### config.mk
export PLATFORM = sky130hd
export DESIGN_NAME = edge_scan_chain
export DESIGN_NICKNAME = d
export VERILOG_FILES = /design/src/rtl/scan_chain_pkg.sv /design/src/rtl/scan_cell.sv /design/src/rtl/scan_chain_ctrl.sv /design/src/rtl/scan_chain_datapath.sv /design/src/rtl/edge_scan_chain.sv
export SDC_FILE = /design/constraint.sdc
export NUM_CORES = 1
export LEC_CHECK = 0
export ABC_AREA = 1
export BUFFER_PORTS_ARGS = -buffer_cell sky130_fd_sc_hd__buf_2
export CAP_MARGIN = 20
export CORE_UTILIZATION = 45
export DETAILED_ROUTE_END_ITERATION = 6
export GPL_TIMING_DRIVEN = 0
export PLACE_DENSITY = 0.8
export SYNTH_ARGS = -nofsm -noshare
export SYNTH_HDL_FRONTEND = slang
export SYNTH_HIERARCHICAL = 1
export SYNTH_SLANG_ARGS = --single-unit
### constraint.sdc
create_clock -name clk -period 1.4 [get_ports clk]
set_input_delay 0.14 -clock clk [delete_from_list [all_inputs] [get_ports clk]]
set_output_delay 0.14 -clock clk [all_outputs]
set_load 0.02 [all_outputs]
### src/rtl/scan_chain_pkg.sv
package scan_chain_pkg;

  typedef enum logic [1:0] {
    MODE_FUNC  = 2'b00,
    MODE_EXT   = 2'b01,
    MODE_INT   = 2'b10,
    MODE_CLAMP = 2'b11
  } scan_mode_e;

  typedef struct packed {
    logic doShift;
    logic doCapture;
    logic doUpdate;
    logic coreFromUpd;
    logic pinFromUpd;
  } scan_strobe_t;

endpackage

### src/rtl/scan_cell.sv
module scan_cell
  import scan_chain_pkg::*;
(
  input  logic         clk,
  input  logic         rst,
  input  scan_strobe_t strobe,
  input  logic         useUpd,
  input  logic         serIn,
  output logic         serOut,
  input  logic         parIn,
  output logic         parOut
);

  logic capQ;
  logic updQ;

  always_ff @(posedge clk) begin
    if (rst) begin
      capQ <= 1'b0;
    end else if (strobe.doShift) begin
      capQ <= serIn;
    end else if (strobe.doCapture) begin
      capQ <= parIn;
    end
  end

  always_ff @(posedge clk) begin
    if (rst) begin
      updQ <= 1'b0;
    end else if (strobe.doUpdate) begin
      updQ <= capQ;
    end
  end

  assign serOut = capQ;
  assign parOut = useUpd ? updQ : parIn;

  p_reset_clear_r1: assert property (@(posedge clk)
    rst |=> (capQ == 1'b0 && updQ == 1'b0));

  p_cap_load_r2: assert property (@(posedge clk) disable iff (rst)
    (strobe.doCapture && !strobe.doShift) |=> capQ == $past(parIn));

  p_shift_step_r3: assert property (@(posedge clk) disable iff (rst)
    strobe.doShift |=> capQ == $past(serIn));

  p_upd_copy_r11: assert property (@(posedge clk) disable iff (rst)
    strobe.doUpdate |=> updQ == $past(capQ));

  p_upd_hold_r5: assert property (@(posedge clk) disable iff (rst)
    !strobe.doUpdate |=> $stable(updQ));

  p_cap_idle_r10: assert property (@(posedge clk) disable iff (rst)
    (!strobe.doShift && !strobe.doCapture) |=> $stable(capQ));

endmodule

### src/rtl/scan_chain_ctrl.sv
module scan_chain_ctrl
  import scan_chain_pkg::*;
(
  input  logic         shiftSel,
  input  logic         captureEn,
  input  logic         updateEn,
  input  logic [1:0]   mode,
  output scan_strobe_t strobe
);

  scan_mode_e modeSel;

  always_comb begin
    modeSel            = scan_mode_e'(mode);
    strobe             = '0;
    strobe.doShift     = captureEn & shiftSel;
    strobe.doCapture   = captureEn & ~shiftSel;
    strobe.doUpdate    = updateEn;
    unique case (modeSel)
      MODE_FUNC:  begin strobe.coreFromUpd = 1'b0; strobe.pinFromUpd = 1'b0; end
      MODE_EXT:   begin strobe.coreFromUpd = 1'b0; strobe.pinFromUpd = 1'b1; end
      MODE_INT:   begin strobe.coreFromUpd = 1'b1; strobe.pinFromUpd = 1'b0; end
      MODE_CLAMP: begin strobe.coreFromUpd = 1'b0; strobe.pinFromUpd = 1'b1; end
      default:    begin strobe.coreFromUpd = 1'b0; strobe.pinFromUpd = 1'b0; end
    endcase
  end

endmodule

### src/rtl/scan_chain_datapath.sv
module scan_chain_datapath
  import scan_chain_pkg::*;
#(
  parameter int NUM_IN  = 4,
  parameter int NUM_OUT = 4
) (
  input  logic               clk,
  input  logic               rst,
  input  scan_strobe_t       strobe,
  input  logic               scanIn,
  output logic               scanOut,
  input  logic [NUM_IN-1:0]  pinIn,
  output logic [NUM_IN-1:0]  coreIn,
  input  logic [NUM_OUT-1:0] coreOut,
  output logic [NUM_OUT-1:0] pinOut
);

  localparam int LEN = NUM_IN + NUM_OUT;

  logic [LEN:0]   link;
  logic [LEN-1:0] parAll;
  logic [LEN-1:0] outAll;

  assign link[0] = scanIn;
  assign parAll  = {coreOut, pinIn};

  for (genvar i = 0; i < LEN; i++) begin : g_cell
    logic useUpd;
    if (i < NUM_IN) begin : g_in_side
      assign useUpd = strobe.coreFromUpd;
    end else begin : g_out_side
      assign useUpd = strobe.pinFromUpd;
    end

    scan_cell u_cell (
      .clk    (clk),
      .rst    (rst),
      .strobe (strobe),
      .useUpd (useUpd),
      .serIn  (link[i]),
      .serOut (link[i+1]),
      .parIn  (parAll[i]),
      .parOut (outAll[i])
    );
  end

  assign scanOut = link[LEN];
  assign coreIn  = outAll[NUM_IN-1:0];
  assign pinOut  = outAll[LEN-1:NUM_IN];

endmodule

### src/rtl/edge_scan_chain.sv
module edge_scan_chain
  import scan_chain_pkg::*;
#(
  parameter int NUM_IN  = 4,
  parameter int NUM_OUT = 4
) (
  input  logic               clk,
  input  logic               rst,
  input  logic               shiftSel,
  input  logic               captureEn,
  input  logic               updateEn,
  input  logic [1:0]         mode,
  input  logic               scanIn,
  output logic               scanOut,
  input  logic [NUM_IN-1:0]  pinIn,
  output logic [NUM_IN-1:0]  coreIn,
  input  logic [NUM_OUT-1:0] coreOut,
  output logic [NUM_OUT-1:0] pinOut
);

  scan_strobe_t strobe;

  scan_chain_ctrl u_ctrl (
    .shiftSel  (shiftSel),
    .captureEn (captureEn),
    .updateEn  (updateEn),
    .mode      (mode),
    .strobe    (strobe)
  );

  scan_chain_datapath #(
    .NUM_IN  (NUM_IN),
    .NUM_OUT (NUM_OUT)
  ) u_dp (
    .clk     (clk),
    .rst     (rst),
    .strobe  (strobe),
    .scanIn  (scanIn),
    .scanOut (scanOut),
    .pinIn   (pinIn),
    .coreIn  (coreIn),
    .coreOut (coreOut),
    .pinOut  (pinOut)
  );

  p_func_pass_r6: assert property (@(posedge clk) disable iff (rst)
    (mode == 2'b00) |-> (coreIn == pinIn && pinOut == coreOut));

  p_ext_core_r7: assert property (@(posedge clk) disable iff (rst)
    (mode == 2'b01) |-> coreIn == pinIn);

  p_int_pin_r8: assert property (@(posedge clk) disable iff (rst)
    (mode == 2'b10) |-> pinOut == coreOut);

  p_clamp_core_r9: assert property (@(posedge clk) disable iff (rst)
    (mode == 2'b11) |-> coreIn == pinIn);

  p_pin_hold_r5: assert property (@(posedge clk) disable iff (rst)
    (mode[0] && $past(mode[0]) && !$past(updateEn)) |-> $stable(pinOut));

endmodule

==> impl_metrics.ini, run 1 <==
[outcome]
status = finished, final reports clean

[critical_path]
cp_max_fo = 8
timing.rr.start = u_dp/g_cell[1].u_cell/serOut
cp_common_cell = buf_2
slowest_delay_ps = 340
path_delay_family = simple AND/OR/NAND/NOR gates
critical_path_class = input port to output port
cp_cell_sequence = buf_2 -> nor2_1 -> nand2_1 -> o21ai_0 -> buf_2
cp_num_buf_inv = 2
cp_slowest_cell = nor2_1
cp.arrival_ps = 960
start_kind = input port
critical_path_required_ps = 1260
cp-startpoint = mode[0]
end_kind = output port

[global_route]
antenna_found_initial = 0
track_usage = 0.212
grt_overflow = 0
grt_pass1_wl_um = 3220
first_global_vias = 764
grt_max_degree = 17

[route]
ant_nets = 0
drtIter0Drc = 25
wl_per_cell_um = 9.50
viasPerCell = 4.51
routed_wl_um = 1940
vias = 921
drt_first_pass_iters = 4
remaining_drc_errors = 0

[place]
hpwl_um = 1460
placedCellCount = 200
place_congestion = 0.785
post-place-ws_ps = 139
io_buffers = 23

[clock_network]
cts_buffers = 3
clkSlewWorstSetupHoldPaths_ps = 100
clk_latency_ps = 280
cts_setup_buffers = 0
cts_hold_buf = 0
cts_tree = yes
cts.sinks = 16
cts_resized = 0
clockBufferDepth = 2
cts_root_buf = clkbuf_4
htreeDepth = 1

[cells_and_area]
mostFrequentLayoutCells = inv_1, nor2_1, nand2_1
instances_no_fill = 204
synthToLayoutAreaGrowth_pct = 20.6
final_nets = 196
layout_commonest_cell = inv_1
drive_gt1_frac = 0.207
diodes = 0

[sta]
worst_slack_ps = 300
fmax_mhz = 909
finClkSkew_ps = 4.26
period_minus_slack_ps = 1100
whs_ps = 123
drv_slew = 0
slew_headroom = 0.488
timing.setup.tns_ps = 0
tightest_slew_ps = 767
final-setup-viol-count = 0
layout_worst_path_cycle_share = 0.786
rsz0062_at_grt = no
hold_violations = 0

[pwr]
p_int_w = 0.000723
p_clk_frac = 0.299
cellLeakagePower_nw = 0.618
vdd.ir_drop.worst_v = 0.000562
seqPwrFrac = 0.495
power.share.switching = 0.297
power_density_nw_per_um2 = 961
p_switching_w = 0.000305
power_frac_comb = 0.206

[min_path]
min-delay-start = scanIn
hold_path_class = input port to register

[floorplan]
die_w_um = 46.4
dieArea_sq_um = 2150
io_pins = 25
die_h_um = 46.4
core_region_area_sq_um = 1780
initial_core_util = 0.498
core.rowCount = 15

[logic_synthesis]
syn_nets = 168
ys_types = 8
synth_cells = 152
yosys_warnings = 6
avgSynthCellArea_sq_um = 5.84
seq_area_frac_synth = 0.361
ys_ff_latch = 16
synth_area_sq_um = 887

[flow_run]
timing.max_cap.violations = 0
==> sequential cells by signal (all words and copies together) (netlist names) <==
register	flops
u_dp/g_cell.u_cell/serOut	8
u_dp/g_cell.u_cell/updQ	8
==> metal layers <==
layer  vias up  global-route usage  routed length [um]  share of wire
met4         0               0.106                  21          0.011
met2        25               0.342                 892           0.46
li1        492                   -                   -              -
met1       402               0.268                 943           0.49
met3         2              0.0353                  81          0.042
met5         -                   0                   0              0
==> cell type report <==
cell class              count  area (sq um)
multi-input cells          91           394
inverters                  43           161
clock buffers               4          36.3
flip-flops and latches     16           320
repair buffers             23           115
plain buffers               2          11.3
well taps                  25          31.3
fillers                   181           713
==> metrics by stage <==
step / total power, W / cell area, sq um / utilization
3_3_place_gp: 0.000718 / 1030 / 0.580
5_1_grt: 0.00110 / 1070 / 0.600
3_5_place_dp: 0.000729 / 1030 / 0.580
6_report: 0.00103 / 1070 / 0.600
2_1_floorplan: 0.000656 / 887 / -
4_1_cts: 0.00103 / 1070 / 0.600
==> worst min-delay path, cell delays in order <==
cell     delay, ps
buf_2           70
o21ai_0         70
nor2_1          90
==> final timing paths <==
check | slack (ps) | cells after the start | endpoint
setup reg to reg | 670 | 4 | u_dp/g_cell[1].u_cell/serOut
hold reg to reg | 510 | 2 | u_dp/g_cell[7].u_cell/updQ
setup / recovery | 300 | 5 | coreIn[3]
hold / removal | 120 | 3 | u_dp/g_cell[0].u_cell/serOut
==> power by group through the flow <==
stage,registers (W),logic [W],clock network [W]
floorplan,0.000515,0.000141,0
CTS,0.000508,0.000212,0.000311
global route,0.000513,0.000243,0.000343
finish,0.000508,0.000212,0.000308
global placement,0.000517,0.000202,0
detailed placement,0.000518,0.000211,0
==> kinds of logic after synthesis <==
| group | share of synthesized area |
|---|---|
| buffers and inverters | 0.195 |
| DFF | 0.361 |
| and+or+nand+nor | 0.309 |
| AOI/OAI and AO/OA | 0.135 |
==> synthesized netlist by cell type <==
cell type | instances | area (sq um)
nand2_1 | 25 | 93.8
nor2_2 | 9 | 56.3
clkbuf_1 | 1 | 3.75
inv_1 | 43 | 161
nor2_1 | 33 | 124
o21ai_0 | 24 | 120
dfxtp_1 | 16 | 320
buf_4 | 1 | 7.51
No activity file was read; power rests on OpenSTA's default activity.
==> run 2, diff against run 1 <==
--- a/config.mk
+++ b/config.mk
@@ -5,13 +5,13 @@
 export SDC_FILE = /design/constraint.sdc
 export NUM_CORES = 1
 export LEC_CHECK = 0
-export ABC_AREA = 1
+export ABC_AREA = 0
 export BUFFER_PORTS_ARGS = -buffer_cell sky130_fd_sc_hd__buf_2
 export CAP_MARGIN = 20
-export CORE_UTILIZATION = 45
+export CORE_UTILIZATION = 44
 export DETAILED_ROUTE_END_ITERATION = 6
 export GPL_TIMING_DRIVEN = 0
-export PLACE_DENSITY = 0.8
+export PLACE_DENSITY = 0.82
 export SYNTH_ARGS = -nofsm -noshare
 export SYNTH_HDL_FRONTEND = slang
 export SYNTH_HIERARCHICAL = 1
==> constraint.sdc (replaced) <==
create_clock -name clk -period 1 [get_ports clk]
set_input_delay 0.1 -clock clk [delete_from_list [all_inputs] [get_ports clk]]
set_output_delay 0.1 -clock clk [all_outputs]
set_load 0.02 [all_outputs]
==> run 2 against run 1 <==
Net effect:
- the flow now finishes with violations (design-rule violations, negative setup slack)
- synthesized cell count is 49% lower
- die area fell by 5.8%
- via count is 30% lower
- sequential power up 39%
- first-iteration DRC count down 64%
- critical endpoint is now pinOut[0]
- largest cell class unchanged
- highest routed layer unchanged
==> impl_metrics.ini, run 2 <==
[global_route]
grt_max_degree = 17
track_usage = 0.172
antenna_found_initial = 0
grt_overflow = 0
grt_pass1_wl_um = 2420
first_global_vias = 585

[logic_synthesis]
yosys-mux-area-fraction = 0.307
synthTopCellsByCount = dfxtp_1, mux2i_1, nor2b_1
synth_flop_cell = dfxtp_1
avgSynthCellArea_sq_um = 10.6
synth_top_family_by_area = multiplexers
synth_top_area_cell = dfxtp_1
synthAdderAreaFrac = 0
synth_xor_area_frac = 0
yosys_warnings = 6
synth-simple-area-share = 0.126
ys_types = 11
yosys.area.top_type_share = 0.393
ys_async_sr_fraction = 0
synth_area_leaders = dfxtp_1, mux2i_1, a211oi_2
ys_ff_latch = 16
synth-edff-count = 0
synth_compound_area_frac = 0.123
seq_area_frac_synth = 0.393
syn_nets = 93
synth_cells = 77
synth_area_sq_um = 815

[pwr]
power_density_nw_per_um2 = 1350
cellLeakagePower_nw = 0.496
p_clk_frac = 0.301
seqPwrFrac = 0.477
p_switching_w = 0.000402
power_frac_comb = 0.222
power.share.switching = 0.273
p_int_w = 0.00107
vdd.ir_drop.worst_v = 0.000603

[place]
hpwl_um = 1130
dpl_cell_area_sq_um = 961
io_buffers = 23
place_congestion = 0.708

[sta]
layout_worst_path_cycle_share = 1.12
worst_slack_ps = -118
slew_headroom = 0.749
hold_violations = 0
drv_slew = 0
whs_ps = 128
rsz0062_at_grt = yes
final-setup-viol-count = 8
fmax_mhz = 894
period_minus_slack_ps = 1120
finClkSkew_ps = 3.15
tightest_slew_ps = 376

[critical_path]
end_kind = output port
cp-endpoint = pinOut[0]
r2r_end = u_dp/g_cell[6].u_cell/serOut
timing.rr.start = u_dp/g_cell[6].u_cell/serOut
critical_path_required_ps = 900
critical_path_class = register to output port
cp-startpoint = u_dp/g_cell[4].u_cell/updQ
r2r_slack_ps = 230
worst_r2r_path_depth = 2
cp_max_fo = 2
cp.arrival_ps = 1020
start_kind = register

[clock_network]
clk_latency_ps = 300
cts.sinks = 16
cts_buffers = 3
htreeDepth = 1
clkSlewWorstSetupHoldPaths_ps = 100
cts_root_buf = clkbuf_4
clockBufferDepth = 2
cts_setup_buffers = 0
cts_tree = yes

[route]
ant_nets = 0
drt_first_pass_iters = 6
viasPerCell = 5.00
drtIter0Drc = 9
remaining_drc_errors = 1
wl_per_cell_um = 12.4
routed_wl_um = 1600
vias = 645

[floorplan]
io_pins = 25
dieArea_sq_um = 2030
die_w_um = 45.0
core_region_area_sq_um = 1730
core.rowCount = 15
initial_core_util = 0.472
die_h_um = 45.0

[outcome]
status = finished with violations
violations = design-rule violations, negative setup slack

[cells_and_area]
layout_commonest_cell = mux2i_1
synthToLayoutAreaGrowth_pct = 33.8
drive_gt1_frac = 0.529
final_nets = 121
diodes = 0
mostFrequentLayoutCells = mux2i_1, buf_2
fillCellCount = 141
design_area_sq_um = 1090

[min_path]
hold_path_class = input port to register
min-delay-start = scanIn

[flow_run]
timing.max_cap.violations = 0
-- run 2: layout make-up --
type	count	area (sq um)	share of cell area
plain buffers	2	11.3	0.0103
clock buffers	4	36.3	0.0333
inverters	8	30.0	0.0276
multi-input cells	51	485	0.445
flip-flops and latches	16	330	0.303
well taps	25	31.3	0.0287
repair buffers	23	165	0.152
-- run 2: how the worst min path moves through the flow --
stage | end | depth (start not counted) | slack, ps
6_report | u_dp/g_cell[0].u_cell/serOut | 3 | 130
3_5_place_dp | u_dp/g_cell[0].u_cell/serOut | 3 | 440
4_1_cts | u_dp/g_cell[0].u_cell/serOut | 3 | 120
3_3_place_gp | u_dp/g_cell[0].u_cell/serOut | 3 | 420
5_1_grt | u_dp/g_cell[0].u_cell/serOut | 3 | 130
2_1_floorplan | u_dp/g_cell[0].u_cell/serOut | 1 | 160
-- run 2: critical path, stage by stage, from the launching register on --
cell     delay, ps
dfxtp_2        330
mux2_4         260
buf_6          130
-- run 2: cells by family (layout without fill, tap and decap cells) --
kind of cell / after synthesis / count (layout)
AND/OR/NAND/NOR: 19 / 19
AO/OA/AOI/OAI: 8 / 8
flip-flops: 16 / 16
buffers and inverters: 10 / 37
multiplexers: 24 / 24
-- run 2: metrics by stage --
step	worst slack [ps]	utilization	setup TNS (ps)	instances	total power [W]
finish	-118	0.631	-913	129	0.00147
detailed placement	-157	0.557	-1100	125	0.000984
floorplan	100	-	0	77	0.000892
global route	-152	0.631	-1140	129	0.00154
global placement	-164	0.557	-985	125	0.000974
CTS	-132	0.631	-996	129	0.00149
-- run 2: power groups by stage --
stage               Combinational [W]  Sequential [W]  Clock, W
floorplan                    0.000180        0.000712         0
global placement             0.000262        0.000712         0
detailed placement           0.000269        0.000715         0
CTS                          0.000330        0.000703  0.000459
global route                 0.000350        0.000708  0.000481
finish                       0.000328        0.000704  0.000443
-- run 2: metal layers --
layer | global-route usage | vias to the layer above | part of all wire
met4 | 0.127 | 0 | 0.023
li1 | - | 317 | -
met5 | 0 | - | 0
met3 | 0.0240 | 4 | 0.023
met1 | 0.207 | 307 | 0.45
met2 | 0.278 | 17 | 0.51
-- run 2: what timing repair did --
item | 4_1_cts | 5_1_grt
gates resized for setup | 33 | 0
hold buffers | 0 | 0
endpoints found under the setup margin | 8 | 8
pin swaps | 0 | 0
